`config.mk`:
```
export PLATFORM = sky130hd
export DESIGN_NAME = spi_op_router
export DESIGN_NICKNAME = d
export VERILOG_FILES = /design/src/rtl/op_router_pkg.sv /design/src/rtl/op_slot_matcher.sv /design/src/rtl/op_route_decide.sv /design/src/rtl/spi_op_router.sv
export SDC_FILE = /design/constraint.sdc
export NUM_CORES = 1
export LEC_CHECK = 0
export ABC_AREA = 1
export ABC_CLOCK_PERIOD_IN_PS = 3500
export CORE_UTILIZATION = 45
export DETAILED_ROUTE_END_ITERATION = 10
export DONT_BUFFER_PORTS = 1
export HOLD_SLACK_MARGIN = 0.03
export PLACE_DENSITY = 0.58
export SETUP_SLACK_MARGIN = 0.5
export SYNTH_ARGS = -nofsm -noshare
export SYNTH_HDL_FRONTEND = slang
export SYNTH_SLANG_ARGS = --single-unit
```
`constraint.sdc`:
```
create_clock -name clk_i -period 3.5 [get_ports clk_i]
set_input_delay 0.35 -clock clk_i [delete_from_list [all_inputs] [get_ports clk_i]]
set_output_delay 0.35 -clock clk_i [all_outputs]
set_load 0.02 [all_outputs]
```
`src/rtl/op_router_pkg.sv`:
```
package op_router_pkg;
  localparam int OPC_W   = 8;
  localparam int PIPE_W  = 2;
  localparam int SLOT_W  = OPC_W + PIPE_W + 2;
  localparam int PATH_N  = 7;

  // fixed slot positions
  localparam int SLOT_JEDEC = 3;
  localparam int SLOT_PARAM = 4;
  localparam int SLOT_EN4B  = 5;
  localparam int SLOT_EX4B  = 6;
  localparam int SLOT_WREN  = 7;
  localparam int SLOT_WRDI  = 8;
  localparam int GEN_BASE   = 9;

  // select bit positions
  localparam int P_STATUS = 0;
  localparam int P_IDENT  = 1;
  localparam int P_PARAM  = 2;
  localparam int P_READ   = 3;
  localparam int P_UPLOAD = 4;
  localparam int P_ADDR4B = 5;
  localparam int P_WREN   = 6;

  localparam logic [1:0] MODE_FLASH = 2'd1;
  localparam logic [1:0] MODE_PASS  = 2'd2;
  localparam logic [1:0] PIPE_HALF  = 2'd1;
  localparam logic [1:0] PIPE_FULL  = 2'd2;

  typedef struct packed {
    logic              vld;
    logic [OPC_W-1:0]  opc;
    logic              upl;
    logic [PIPE_W-1:0] pipe;
  } slot_t;

  typedef enum logic [3:0] {
    ST_IDLE, ST_STATUS, ST_IDENT, ST_PARAM, ST_READ,
    ST_UPLOAD, ST_ADDR4B, ST_WREN, ST_WAIT
  } state_e;
endpackage

```
`src/rtl/op_slot_matcher.sv`:
```
module op_slot_matcher
  import op_router_pkg::*;
#(
  parameter int NUM_SLOTS = 16,
  localparam int IDX_W = $clog2(NUM_SLOTS)
) (
  input  slot_t [NUM_SLOTS-1:0] slots_i,
  input  logic [OPC_W-1:0]      byte_i,
  input  logic                  busy_i,
  output logic                  hit_o,
  output logic [IDX_W-1:0]      idx_o,
  output slot_t                 info_o
);
  logic [NUM_SLOTS-1:0] elig;

  for (genvar g = 0; g < NUM_SLOTS; g++) begin : g_slot
    localparam bit FIXED_GATE = (g >= SLOT_EN4B) && (g <= SLOT_WRDI);
    localparam bit GENERAL    = (g >= GEN_BASE);
    logic gated;
    assign gated    = FIXED_GATE || (GENERAL && slots_i[g].upl);
    assign elig[g]  = slots_i[g].vld && (slots_i[g].opc == byte_i) && !(gated && busy_i);
  end

  // lowest index wins
  always_comb begin
    hit_o = 1'b0;
    idx_o = '0;
    for (int i = NUM_SLOTS - 1; i >= 0; i--) begin
      if (elig[i]) begin
        hit_o = 1'b1;
        idx_o = IDX_W'(i);
      end
    end
    info_o = hit_o ? slots_i[idx_o] : '0;
  end
endmodule

```
`src/rtl/op_route_decide.sv`:
```
module op_route_decide
  import op_router_pkg::*;
#(
  parameter int NUM_SLOTS = 16,
  localparam int IDX_W = $clog2(NUM_SLOTS)
) (
  input  logic              hit_i,
  input  logic [IDX_W-1:0]  idx_i,
  input  logic              upl_i,
  input  logic              flash_i,
  input  logic              icpt_status_i,
  input  logic              icpt_ident_i,
  input  logic              icpt_param_i,
  output state_e            nxt_o,
  output logic [PATH_N-1:0] sel_o,
  output logic              sub_o
);
  int k;
  assign k = int'(idx_i);

  always_comb begin
    nxt_o = ST_WAIT;
    sel_o = '0;
    sub_o = 1'b0;
    if (hit_i) begin
      if (k < SLOT_JEDEC) begin
        if (flash_i || icpt_status_i) begin
          nxt_o = ST_STATUS; sel_o[P_STATUS] = 1'b1;
        end
      end else if (k == SLOT_JEDEC) begin
        if (flash_i || icpt_ident_i) begin
          nxt_o = ST_IDENT; sel_o[P_IDENT] = 1'b1;
        end
      end else if (k == SLOT_PARAM) begin
        if (flash_i || icpt_param_i) begin
          nxt_o = ST_PARAM; sel_o[P_PARAM] = 1'b1;
        end
      end else if (k == SLOT_EN4B || k == SLOT_EX4B) begin
        nxt_o = ST_ADDR4B; sel_o[P_ADDR4B] = 1'b1;
        sub_o = (k == SLOT_EN4B);
      end else if (k == SLOT_WREN || k == SLOT_WRDI) begin
        nxt_o = ST_WREN; sel_o[P_WREN] = 1'b1;
        sub_o = (k == SLOT_WREN);
      end else if (upl_i) begin
        nxt_o = ST_UPLOAD; sel_o[P_UPLOAD] = 1'b1;
      end else begin
        nxt_o = ST_READ; sel_o[P_READ] = 1'b1;
      end
    end
  end
endmodule

```
`src/rtl/spi_op_router.sv`:
```
module spi_op_router
  import op_router_pkg::*;
#(
  parameter int NUM_SLOTS = 16,
  localparam int IDX_W = $clog2(NUM_SLOTS)
) (
  input  logic                        clk_i,
  input  logic                        rst_i,
  input  logic [OPC_W-1:0]            byte_i,
  input  logic                        byte_vld_i,
  input  logic [1:0]                  spi_mode_i,
  input  logic                        busy_i,
  input  logic                        icpt_status_i,
  input  logic                        icpt_ident_i,
  input  logic                        icpt_param_i,
  input  logic [NUM_SLOTS*SLOT_W-1:0] slot_cfg_i,
  output logic [PATH_N-1:0]           path_sel_o,
  output logic                        path_sub_o,
  output logic                        info_vld_o,
  output logic [OPC_W-1:0]            info_opcode_o,
  output logic                        info_upload_o,
  output logic [PIPE_W-1:0]           info_pipe_o,
  output logic                        info_two_stage_o
);
  slot_t [NUM_SLOTS-1:0] slots;
  assign slots = slot_cfg_i;

  logic             hit;
  logic [IDX_W-1:0] idx;
  slot_t            match_info;
  state_e           nxt;
  logic [PATH_N-1:0] nxt_sel;
  logic             nxt_sub;

  state_e state_q;
  slot_t  info_q;

  logic active, flash, decode_en;
  assign flash     = (spi_mode_i == MODE_FLASH);
  assign active    = flash || (spi_mode_i == MODE_PASS);
  assign decode_en = (state_q == ST_IDLE) && active && byte_vld_i;

  op_slot_matcher #(.NUM_SLOTS(NUM_SLOTS)) u_match (
    .slots_i(slots), .byte_i(byte_i), .busy_i(busy_i),
    .hit_o(hit), .idx_o(idx), .info_o(match_info)
  );

  op_route_decide #(.NUM_SLOTS(NUM_SLOTS)) u_route (
    .hit_i(hit), .idx_i(idx), .upl_i(match_info.upl), .flash_i(flash),
    .icpt_status_i(icpt_status_i), .icpt_ident_i(icpt_ident_i),
    .icpt_param_i(icpt_param_i),
    .nxt_o(nxt), .sel_o(nxt_sel), .sub_o(nxt_sub)
  );

  always_ff @(posedge clk_i) begin
    if (rst_i) begin
      state_q    <= ST_IDLE;
      path_sel_o <= '0;
      path_sub_o <= 1'b0;
      info_q     <= '0;
    end else if (decode_en) begin
      state_q    <= nxt;
      path_sel_o <= nxt_sel;
      path_sub_o <= nxt_sub;
      info_q     <= match_info;
    end
  end

  assign info_vld_o       = info_q.vld;
  assign info_opcode_o    = info_q.opc;
  assign info_upload_o    = info_q.upl;
  assign info_pipe_o      = info_q.pipe;
  assign info_two_stage_o = (info_q.pipe == PIPE_HALF) || (info_q.pipe == PIPE_FULL);


  sel_onehot_chk: assert property (@(posedge clk_i) disable iff (rst_i)
    $onehot0(path_sel_o));


  sel_rise_needs_byte_chk: assert property (@(posedge clk_i) disable iff (rst_i)
    $rose(|path_sel_o) |-> $past(byte_vld_i && active));


  hold_after_decode_chk: assert property (@(posedge clk_i) disable iff (rst_i)
    (state_q != ST_IDLE) |=> ($stable(path_sel_o) && $stable(info_q) && $stable(path_sub_o)));


  inactive_idle_chk: assert property (@(posedge clk_i) disable iff (rst_i)
    (state_q == ST_IDLE && !active) |=> (state_q == ST_IDLE));


  quiet_states_chk: assert property (@(posedge clk_i) disable iff (rst_i)
    (state_q == ST_IDLE || state_q == ST_WAIT) |-> (path_sel_o == '0 && !path_sub_o));
endmodule

```
**Word level (Yosys, flattened, before mapping)**

Index checks and enable logic that the tools add are counted.

- Order comparisons: 2
- Eq/ne operators: 26
- Mux-type cells: 68
- Reduce and logical (&&, ||, !) cells: 52

Operator list:

| kind | count |
|---|---|
| equality test 8 bit | 16 |
| two-way mux 4 bit | 26 |
| binary-select mux 12 bit (select 4 bit) | 1 |
| logical AND 1 bit | 36 |
| two-way mux 1 bit | 34 |
| two-way mux 12 bit | 2 |
| equality test 4 bit (second input constant) | 5 |
| zero test 1 bit | 8 |
| logical OR 1 bit | 7 |
| two-way mux 7 bit | 1 |
| two-way mux 6 bit | 1 |
| < comparator 4 x 5 -> 1 bit (second input constant) | 1 |
| two-way mux 5 bit | 1 |
| equality test 2 x 1 -> 1 bit (second input constant) | 2 |
| equality test 2 bit (second input constant) | 2 |
| equality test 4 x 3 -> 1 bit (second input constant) | 1 |
| zero test 4 bit | 1 |
| < comparator 4 x 2 -> 1 bit (second input constant) | 1 |
| two-way mux 2 bit | 2 |

- Flip-flop bits (word level): 24
- Input port bits: 209
- Output and inout port bits: 21

**Logic depth before layout (Yosys ltp)**

Gate-level depths: netlist of the first run.

- Depth after elaboration: 29
- Depth in mapped cells: 37
- Depth with buffers taken out: 36

**Hierarchy**

From an unflattened synthesis of the first run, not the netlist that was laid out.

- Cell total of the unflattened synthesis: 1,094
- Area total of the unflattened synthesis: 5,615.4 um^2

By module, submodules not included:

| module | times used | cells each | area each (um^2) |
|---|---|---|---|
| op_slot_matcher | 1 | 894 | 4,352.9 |
| spi_op_router | 1 | 151 | 1,017.2 |
| op_route_decide | 1 | 49 | 245.2 |

**Worst setup path after synthesis of the first run**

Ideal clock, no wire load.

- Path type: input -> register
- Start: input port byte_i[3]
- End: register state_q[0]
- Library setup time: 0.131 ns
- Arrival: 2.604 ns
- Data required time: 3.369 ns
- Setup slack: 0.766 ns
- Stages on the path: 32
- Cell sequence: buf_4 inv_2 buf_6 nand2_1 o21ai_0 nor4_1 nand3_1 nand2_1 nand2_1 nand2_1 nand2_1 nand2_1 nand2_1 nand2_1 nand2_1 nand2_1 nand2_2 nand2_4 nand2_4 buf_8 nand2_1 nand3_1 a21oi_1 nor2_2 nand2_1 nand2_1 nand2_1 nand2_1 nand2_1 nand2_1 nand2_1 a21oi_2

- Cells in the longest elaborated chain, start to end: 29
- Elaborated cells on any way between the ends: 94
- Classes of those cells: order compare: 1; eq/ne: 22; mux: 42; reduce/logical: 29

RTL lines:

| what | RTL line | RTL |
|---|---|---|
| start: declaration | spi_op_router.sv:9 | `input logic [OPC_W-1:0] byte_i,` |
| equality test 8 bit | op_slot_matcher.sv:21 | `assign elig[g] = slots_i[g].vld && (slots_i[g].opc == byte_i) && !(gated && busy_i);` |
| logical AND 1 bit (2 in a row) | op_slot_matcher.sv:21 |  |
| two-way mux 4 bit (16 in a row) | op_slot_matcher.sv:29 | `if (elig[i]) begin` |
| binary-select mux 12 bit (select 4 bit) | op_slot_matcher.sv:34 | `info_o = hit_o ? slots_i[idx_o] : '0;` |
| two-way mux 12 bit (implied by the code) | op_slot_matcher.sv:34 |  |
| two-way mux 12 bit | op_slot_matcher.sv:34 |  |
| two-way mux 1 bit | op_route_decide.sv:44 | `end else if (upl_i) begin` |
| two-way mux 4 bit | op_route_decide.sv:41 | `end else if (k == SLOT_WREN \|\| k == SLOT_WRDI) begin` |
| two-way mux 4 bit | op_route_decide.sv:38 | `end else if (k == SLOT_EN4B \|\| k == SLOT_EX4B) begin` |
| two-way mux 4 bit | op_route_decide.sv:34 | `end else if (k == SLOT_PARAM) begin` |
| two-way mux 4 bit | op_route_decide.sv:30 | `end else if (k == SLOT_JEDEC) begin` |
| two-way mux 4 bit | op_route_decide.sv:26 | `if (k < SLOT_JEDEC) begin` |
| two-way mux 4 bit * | op_route_decide.sv:25 | `if (hit_i) begin` |
| end signal: assignment | spi_op_router.sv:62 | `state_q <= nxt;` |
| end: declaration | spi_op_router.sv:35 | `state_e state_q;` |

Mark *: on every way between the ends. The rest lies on a longest branch, timed or not. The select of a mux whose other input is x is not followed.
A chain may end at the register's enable or synchronous reset.

**Worst setup path in the final report of the first run**

- Start: input port byte_i[0]
- End: register info_q, in the netlist info_opcode_o[5]

- Cells in the longest elaborated chain, start to end: 22
- Elaborated cells on any way between the ends: 78
- Classes of those cells: eq/ne: 16; mux: 35; reduce/logical: 27

RTL lines:

| what | RTL line | RTL |
|---|---|---|
| equality test 8 bit | op_slot_matcher.sv:21 |  |
| logical AND 1 bit (2 in a row) | op_slot_matcher.sv:21 |  |
| two-way mux 4 bit (16 in a row) | op_slot_matcher.sv:29 |  |
| binary-select mux 12 bit (select 4 bit) | op_slot_matcher.sv:34 |  |
| two-way mux 12 bit (implied by the code) | op_slot_matcher.sv:34 |  |
| two-way mux 12 bit * | op_slot_matcher.sv:34 |  |
| end signal: assignment | spi_op_router.sv:65 | `info_q <= match_info;` |
| end: declaration | spi_op_router.sv:36 | `slot_t info_q;` |

Marks and branches as above.

==> metrics.txt, run 1 <==
Power Total 0.906 mW; Antenna Nets Post-Route 0; H-tree levels 1; Layout area overhead 3.16%; Initial Util 46.8%; Final Skew 8.01 ps; Iter 0 DRT Violations 509; final period utilization 79.3%; Skew-Pair Late Insertion Delay 270 ps; most common cell after layout, fill and taps aside nand2_1; switching fraction of total power 35.2%; full die area 11200 um2; Routed WL per cell 20.3 um; first-pass GRT wire length 30.7 mm; routability cong. 0.989; WHS 134 ps; Via-to-Cell Ratio 6.11; Post-synth ARST share 0%; # port buffers 0; Final Hold Viols 0; status finished clean; DR DRC count 0; num rows 37; Pins Over Slew Limit 0; area leader, netlist nand2_1; Cell Pwr Density 180 nW/um2; Max-cap violations 0; core region area 10400 um2; Tightest Pin Transition 477 ps; clock network power share 27.1%; worst endpoint data arrival time 2950 ps; WS Path Type input port to flip-flop; largest net degree at the start of global routing 38; most frequent cells in the layout nand2_1 (275), nand3_1 (108), inv_1 (66); Reg clk slew, reported paths 90 ps; Max-slew headroom 68.1%; average cell area after synthesis 5.58 um2; Synth Register Bits 24; EDFF count, synth 0; CP Launch Type input port; Net count, final 1060; Setup crit end kind flip-flop; Ys Warns 0; CTS max path bufs 2; layout cells sized above 1 8.36%; crit-path max FO 18; min-delay worst type input port to flip-flop; Synth area leaders nand2_1 (21%), nand3_1 (11%), dfxtp_1 (9.9%); Die W 106 um; initial antenna violation count 0; register area share after synthesis 9.86%; Cell variety after synth 59; R2R depth 10; vias in the first global route 5817; Reg power frac 31.1%; Mapped Cells 873; syn nets 1083; RR Startpoint state_q[2]$_SDFFE_PP0P_; root buf cell clkbuf_8; R2R Path End info_opcode_o[0]$_SDFFE_PP0P_; Layout Utilization 48.2%; CTS sink cnt 24; Setup WS pre-CTS 168 ps; Worst Path Required 3670 ps; CTS buffer count 3; Vias 6014; Sum Neg Setup Slack 0 ps; Comb pwr share 41.8%; Total Wirelength 20.0 mm; GRT Total Usage 34.6%; # diodes 0; VDD IR-drop max 0.152 mV; Critical Path Sink info_opcode_o[5]$_SDFFE_PP0P_; final worst slack 723 ps; hpwl dp 16.0 mm; setup slack, reg-to-reg 1610 ps; area share of the largest cell type after synthesis 21.2%; DRT Pass-1 Iters 5; # IOs 230; RSZ-0062 raised after global routing no; internal power 0.587 mW; TritonCTS clock tree built; Final Critical Period 2780 ps; Top FF cell, synth dfxtp_1; Switching Power 0.319 mW; crit path from byte_i[0]; Final Setup Violations 0; gr ovfl total 0; Lkg Pwr 2.21 nW; mapped cell area 4870 um2; fmax 360 MHz; chip height 106 um
==> kinds of logic (layout without fill, tap and decap cells) <==
logic type	count (synthesis)	count (layout)	share of synthesized area, %
buf+inv	135	111	14.4
flops	24	24	9.86
xor+xnor	55	55	9.89
simple gates	501	501	45.1
compound gates	157	157	20.5
fa+ha+maj	1	1	0.257
==> synth_stat cells, types with 3 or more instances <==
master	number
a2111oi_0	3
a211oi_1	8
a21oi_1	48
a31oi_1	5
a32o_1	9
buf_1	3
buf_2	18
buf_4	12
buf_6	13
clkbuf_1	9
dfxtp_1	24
inv_1	67
inv_2	10
nand2_1	275
nand3_1	108
nand4_1	14
nor2_1	63
nor2_2	4
nor3_1	7
nor4_1	5
o2111ai_1	3
o211ai_1	7
o21ai_0	34
o21ai_1	15
o22ai_1	9
or2_2	5
xnor2_1	19
xor2_1	36
==> registers in the layout, indices dropped and copies added, names as in the netlist <==
| register | count |
|---|---|
| info_vld_o | 1 |
| info_upload_o | 1 |
| state_q | 4 |
| info_pipe_o | 2 |
| path_sub_o | 1 |
| info_opcode_o | 8 |
| path_sel_o | 7 |
==> routing by layer <==
layer	GRT usage (%)	vias to the layer above	routed length [um]
li1	-	2848	-
met1	43.3	2722	7580
met2	57.6	382	9160
met3	8.46	62	2450
met4	12.4	0	812
met5	0	-	0
==> worst min-delay path by stage <==
stage	from	cells after the start	slack (ps)	endpoint
after global placement	rst_i	1	410	state_q[0]$_SDFFE_PP0P_
after CTS	rst_i	1	130	state_q[0]$_SDFFE_PP0P_
after floorplan	rst_i	1	420	path_sel_o[0]$_SDFFE_PP0P_
after global routing	rst_i	1	120	state_q[0]$_SDFFE_PP0P_
after detailed placement	rst_i	1	420	state_q[0]$_SDFFE_PP0P_
final	rst_i	1	130	state_q[0]$_SDFFE_PP0P_
==> per-stage QoR <==
stage,cells,area [um2]
finish,985,5020
global placement,974,4850
floorplan,873,4870
detailed placement,974,4850
global route,985,5020
CTS,978,4930
==> repair_timing <==
| item | 4_1_cts | 5_1_grt |
|---|---|---|
| pin swaps | 0 | 5 |
| gates resized for setup | 3 | 15 |
| buffers inserted | 0 | 7 |
| endpoints found under the setup margin | 2 | 17 |
| hold buffers | 0 | 0 |
==> layout make-up <==
class	count	area [um2]
tap	136	170
fill	1199	5390
clock inverter	1	30.0
inverter	78	327
multi-input combinational	714	3710
sequential	24	480
timing repair buffer	29	268
clock buffer	3	41.3
==> power by group through the flow <==
stage | Clock, mW | Sequential [mW] | Combinational [mW]
6_report | 0.245 | 0.282 | 0.379
5_1_grt | 0.257 | 0.283 | 0.419
4_1_cts | 0.245 | 0.282 | 0.367
3_5_place_dp | 0 | 0.289 | 0.364
3_3_place_gp | 0 | 0.289 | 0.362
2_1_floorplan | 0 | 0.288 | 0.323
==> critical path, stage by stage <==
cell and delay (ps):
inv_4 140, o21ai_0 110, nor4_1 280, nand4_1 150, and2_1 170, nand2_1 70
a21oi_1 80, o21bai_1 160, nand3_2 180, inv_4 240, buf_4 290, nand2_1 70
o21ai_0 340, nand2_1 100, nand3_1 120, a21oi_1 70
Note: power is estimated with default switching activity, not from simulation.
==> inputs of run 2 (changes only) <==
--- a/config.mk
+++ b/config.mk
@@ -6,7 +6,7 @@
 export NUM_CORES = 1
 export LEC_CHECK = 0
 export ABC_AREA = 1
-export ABC_CLOCK_PERIOD_IN_PS = 3500
+export ABC_CLOCK_PERIOD_IN_PS = 2900
 export CORE_UTILIZATION = 45
 export DETAILED_ROUTE_END_ITERATION = 10
 export DONT_BUFFER_PORTS = 1
==> constraint.sdc (replaced) <==
create_clock -name clk_i -period 2.9 [get_ports clk_i]
set_input_delay 0.29 -clock clk_i [delete_from_list [all_inputs] [get_ports clk_i]]
set_output_delay 0.29 -clock clk_i [all_outputs]
set_load 0.02 [all_outputs]
==> metrics.txt, run 2 (synthesis results as in run 1) <==
TritonCTS clock tree built; clock network power share 17.3% (-9.8 points); fmax 380 MHz; Pins Over Slew Limit 0 (unchanged); final worst slack 266 ps (-457 ps); crit-path max cell delay 180 ps (-160 ps); final period utilization 90.8%; Multi-input gate area 4170 um2 (+12%); num rows 37 (unchanged); worst hold path endpoint path_sel_o[3]$_SDFFE_PP0P_; Max-cap violations 0 (unchanged); initial antenna violation count 0 (unchanged); status finished clean; Final Hold Viols 0 (unchanged); # IOs 230 (unchanged); vias in the first global route 6131 (+5.4%); hold path start rst_i; Layout Utilization 59.7% (+12 points); Final Setup Violations 0 (unchanged); hpwl dp 16.3 mm (+1.5%); cell family with most CP delay simple AND/OR/NAND/NOR gates; CTS Hold Bufs 0 (unchanged); Iter 0 DRT Violations 589 (+16%); most common cell after layout, fill and taps aside nand2_1; Die W 106 um (unchanged); Layout area overhead 27.8%; min-delay worst type input port to flip-flop; critical path buffer and inverter count 4 (+1); CP max stage cell a31oi_1; CTS buffer count 3 (unchanged); WHS 78.6 ps (-55.7 ps); hold depth 1 (unchanged); Comb pwr share 52.2% (+10 points); Final Critical Period 2630 ps; setup slack, reg-to-reg 900 ps (-710 ps); largest net degree at the start of global routing 37 (-2.6%); Total Wirelength 22.4 mm (+12%); Antenna Nets Post-Route 0 (unchanged); Setup WS pre-CTS -69.3 ps (-237 ps); CTS sink cnt 24 (unchanged); root buf cell clkbuf_8; CTS max path bufs 2 (unchanged); chip height 106 um (unchanged); VDD IR-drop max 0.181 mV (+19%); Routed WL per cell 21.7 um (+6.7%); Initial Util 46.8% (unchanged); RSZ-0062 raised after global routing yes; DRT Pass-1 Iters 6 (+1); core region area 10400 um2 (unchanged); Largest register FFs 8 (unchanged); Register Area 480 um2 (unchanged); internal power 0.692 mW (+18%); placed cell area 5100 um2 (+5.3%); H-tree levels 1 (unchanged); Lkg Pwr 2.67 nW (+21%); routability cong. 1.02 (+2.6%); Max-slew headroom 68.0% (-0.13 points); full die area 11200 um2 (unchanged); Reg power frac 30.4% (-0.7 points); CP Launch Type input port; gr ovfl total 0 (unchanged); GRT Total Usage 36.6% (+2.0 points); Reg clk slew, reported paths 80 ps (about the same); DR DRC count 0 (unchanged); Vias 6419 (+6.7%); # port buffers 0 (unchanged); RR Startpoint state_q[3]$_SDFFE_PP0P_; Switching Power 0.427 mW (+34%); WS Path Type input port to flip-flop; fillcell total 1061 (-12%); Skew-Pair Late Insertion Delay 260 ps (about the same); most frequent CP cell nand2_1; Via-to-Cell Ratio 6.22 (+1.9%); Worst Path Required 3100 ps (-570 ps); R2R depth 11 (+1); Sum Neg Setup Slack 0 ps (unchanged); switching fraction of total power 38.1% (+2.9 points); crit-path max FO 17 (-1); layout cells sized above 1 25.2% (+17 points); Setup crit end kind flip-flop; Net count, final 1108 (+4.5%); Cell Pwr Density 180 nW/um2 (-0.32%); Tightest Pin Transition 479 ps (+1.96 ps); # diodes 0 (unchanged); Final Skew 4.21 ps (-3.80 ps); most frequent cells in the layout nand2_1 (251), nand3_1 (74), inv_1 (60); R2R Path End info_opcode_o[0]$_SDFFE_PP0P_; first-pass GRT wire length 32.3 mm (+5.0%); worst endpoint data arrival time 2840 ps (-110 ps); Finished Cell Area 6220 um2 (+24%)
run 2: cell count changes in the layout (fill, tap and decap cells not counted), sizes merged:
cell | before | now
buf | 29 | 71
clkbuf | 3 | 8
clkinvlp | 1 | 3
inv | 77 | 75
bufbuf | 0 | 1
bufinv | 1 | 0
run 2: cell type report:
type / instances / area share, %
inverter: 78 / 5.49
timing repair buffer: 77 / 16.5
tap: 136 / 2.73
sequential: 24 / 7.72
multi-input combinational: 714 / 66.9
clock buffer: 3 / 0.663
run 2: how the worst max path moves through the flow:
stage | startpoint | end | slack (ps) | depth (start not counted)
2_1_floorplan | byte_i[3] | state_q[0]$_SDFFE_PP0P_ | 260 | 32
3_3_place_gp | byte_i[3] | state_q[0]$_SDFFE_PP0P_ | -50 | 28
3_5_place_dp | byte_i[7] | state_q[0]$_SDFFE_PP0P_ | -70 | 19
4_1_cts | byte_i[4] | state_q[0]$_SDFFE_PP0P_ | 330 | 36
5_1_grt | byte_i[4] | state_q[0]$_SDFFE_PP0P_ | -0.9 | 35
6_report | byte_i[4] | info_opcode_o[5]$_SDFFE_PP0P_ | 270 | 30
run 2: metrics by stage:
stage | total power, mW | std cells
after global routing | 1.19 | 1032
after CTS | 1.05 | 1016
after global placement | 0.809 | 991
after detailed placement | 0.814 | 991
after floorplan | 0.754 | 873
final | 1.12 | 1032
run 2: power by group through the flow:
stage	logic (mW)	clock network, mW	registers, mW
6_report	0.584	0.194	0.341
5_1_grt	0.636	0.209	0.341
4_1_cts	0.519	0.195	0.341
3_5_place_dp	0.466	0	0.348
3_3_place_gp	0.461	0	0.348
2_1_floorplan	0.406	0	0.347
run 2: timing repair:
action	CTS	global route
setup endpoints to repair	18	19
gates resized for setup	67	84
pin swaps	32	59
cloned	5	8
buffers inserted	17	8
run 2: per-layer routing:
metal | global-route usage (%) | part of all wire (%) | vias to the layer above
met2 | 63.1 | 47 | 421
met5 | 0 | 0 | -
met3 | 8.95 | 12 | 74
met1 | 44.7 | 38 | 2965
li1 | - | - | 2959
met4 | 11.1 | 3.7 | 0
run 2: worst register-to-register path, stage by stage (launching register included):
cell	delay, ps
dfxtp_1	320
nor2_1	100
and3_1	390
inv_1	110
nor2_1	210
inv_2	90
buf_4	170
a31oi_1	130
o21ai_1	80
nand2_1	90
nand3_2	110
a21oi_2	150
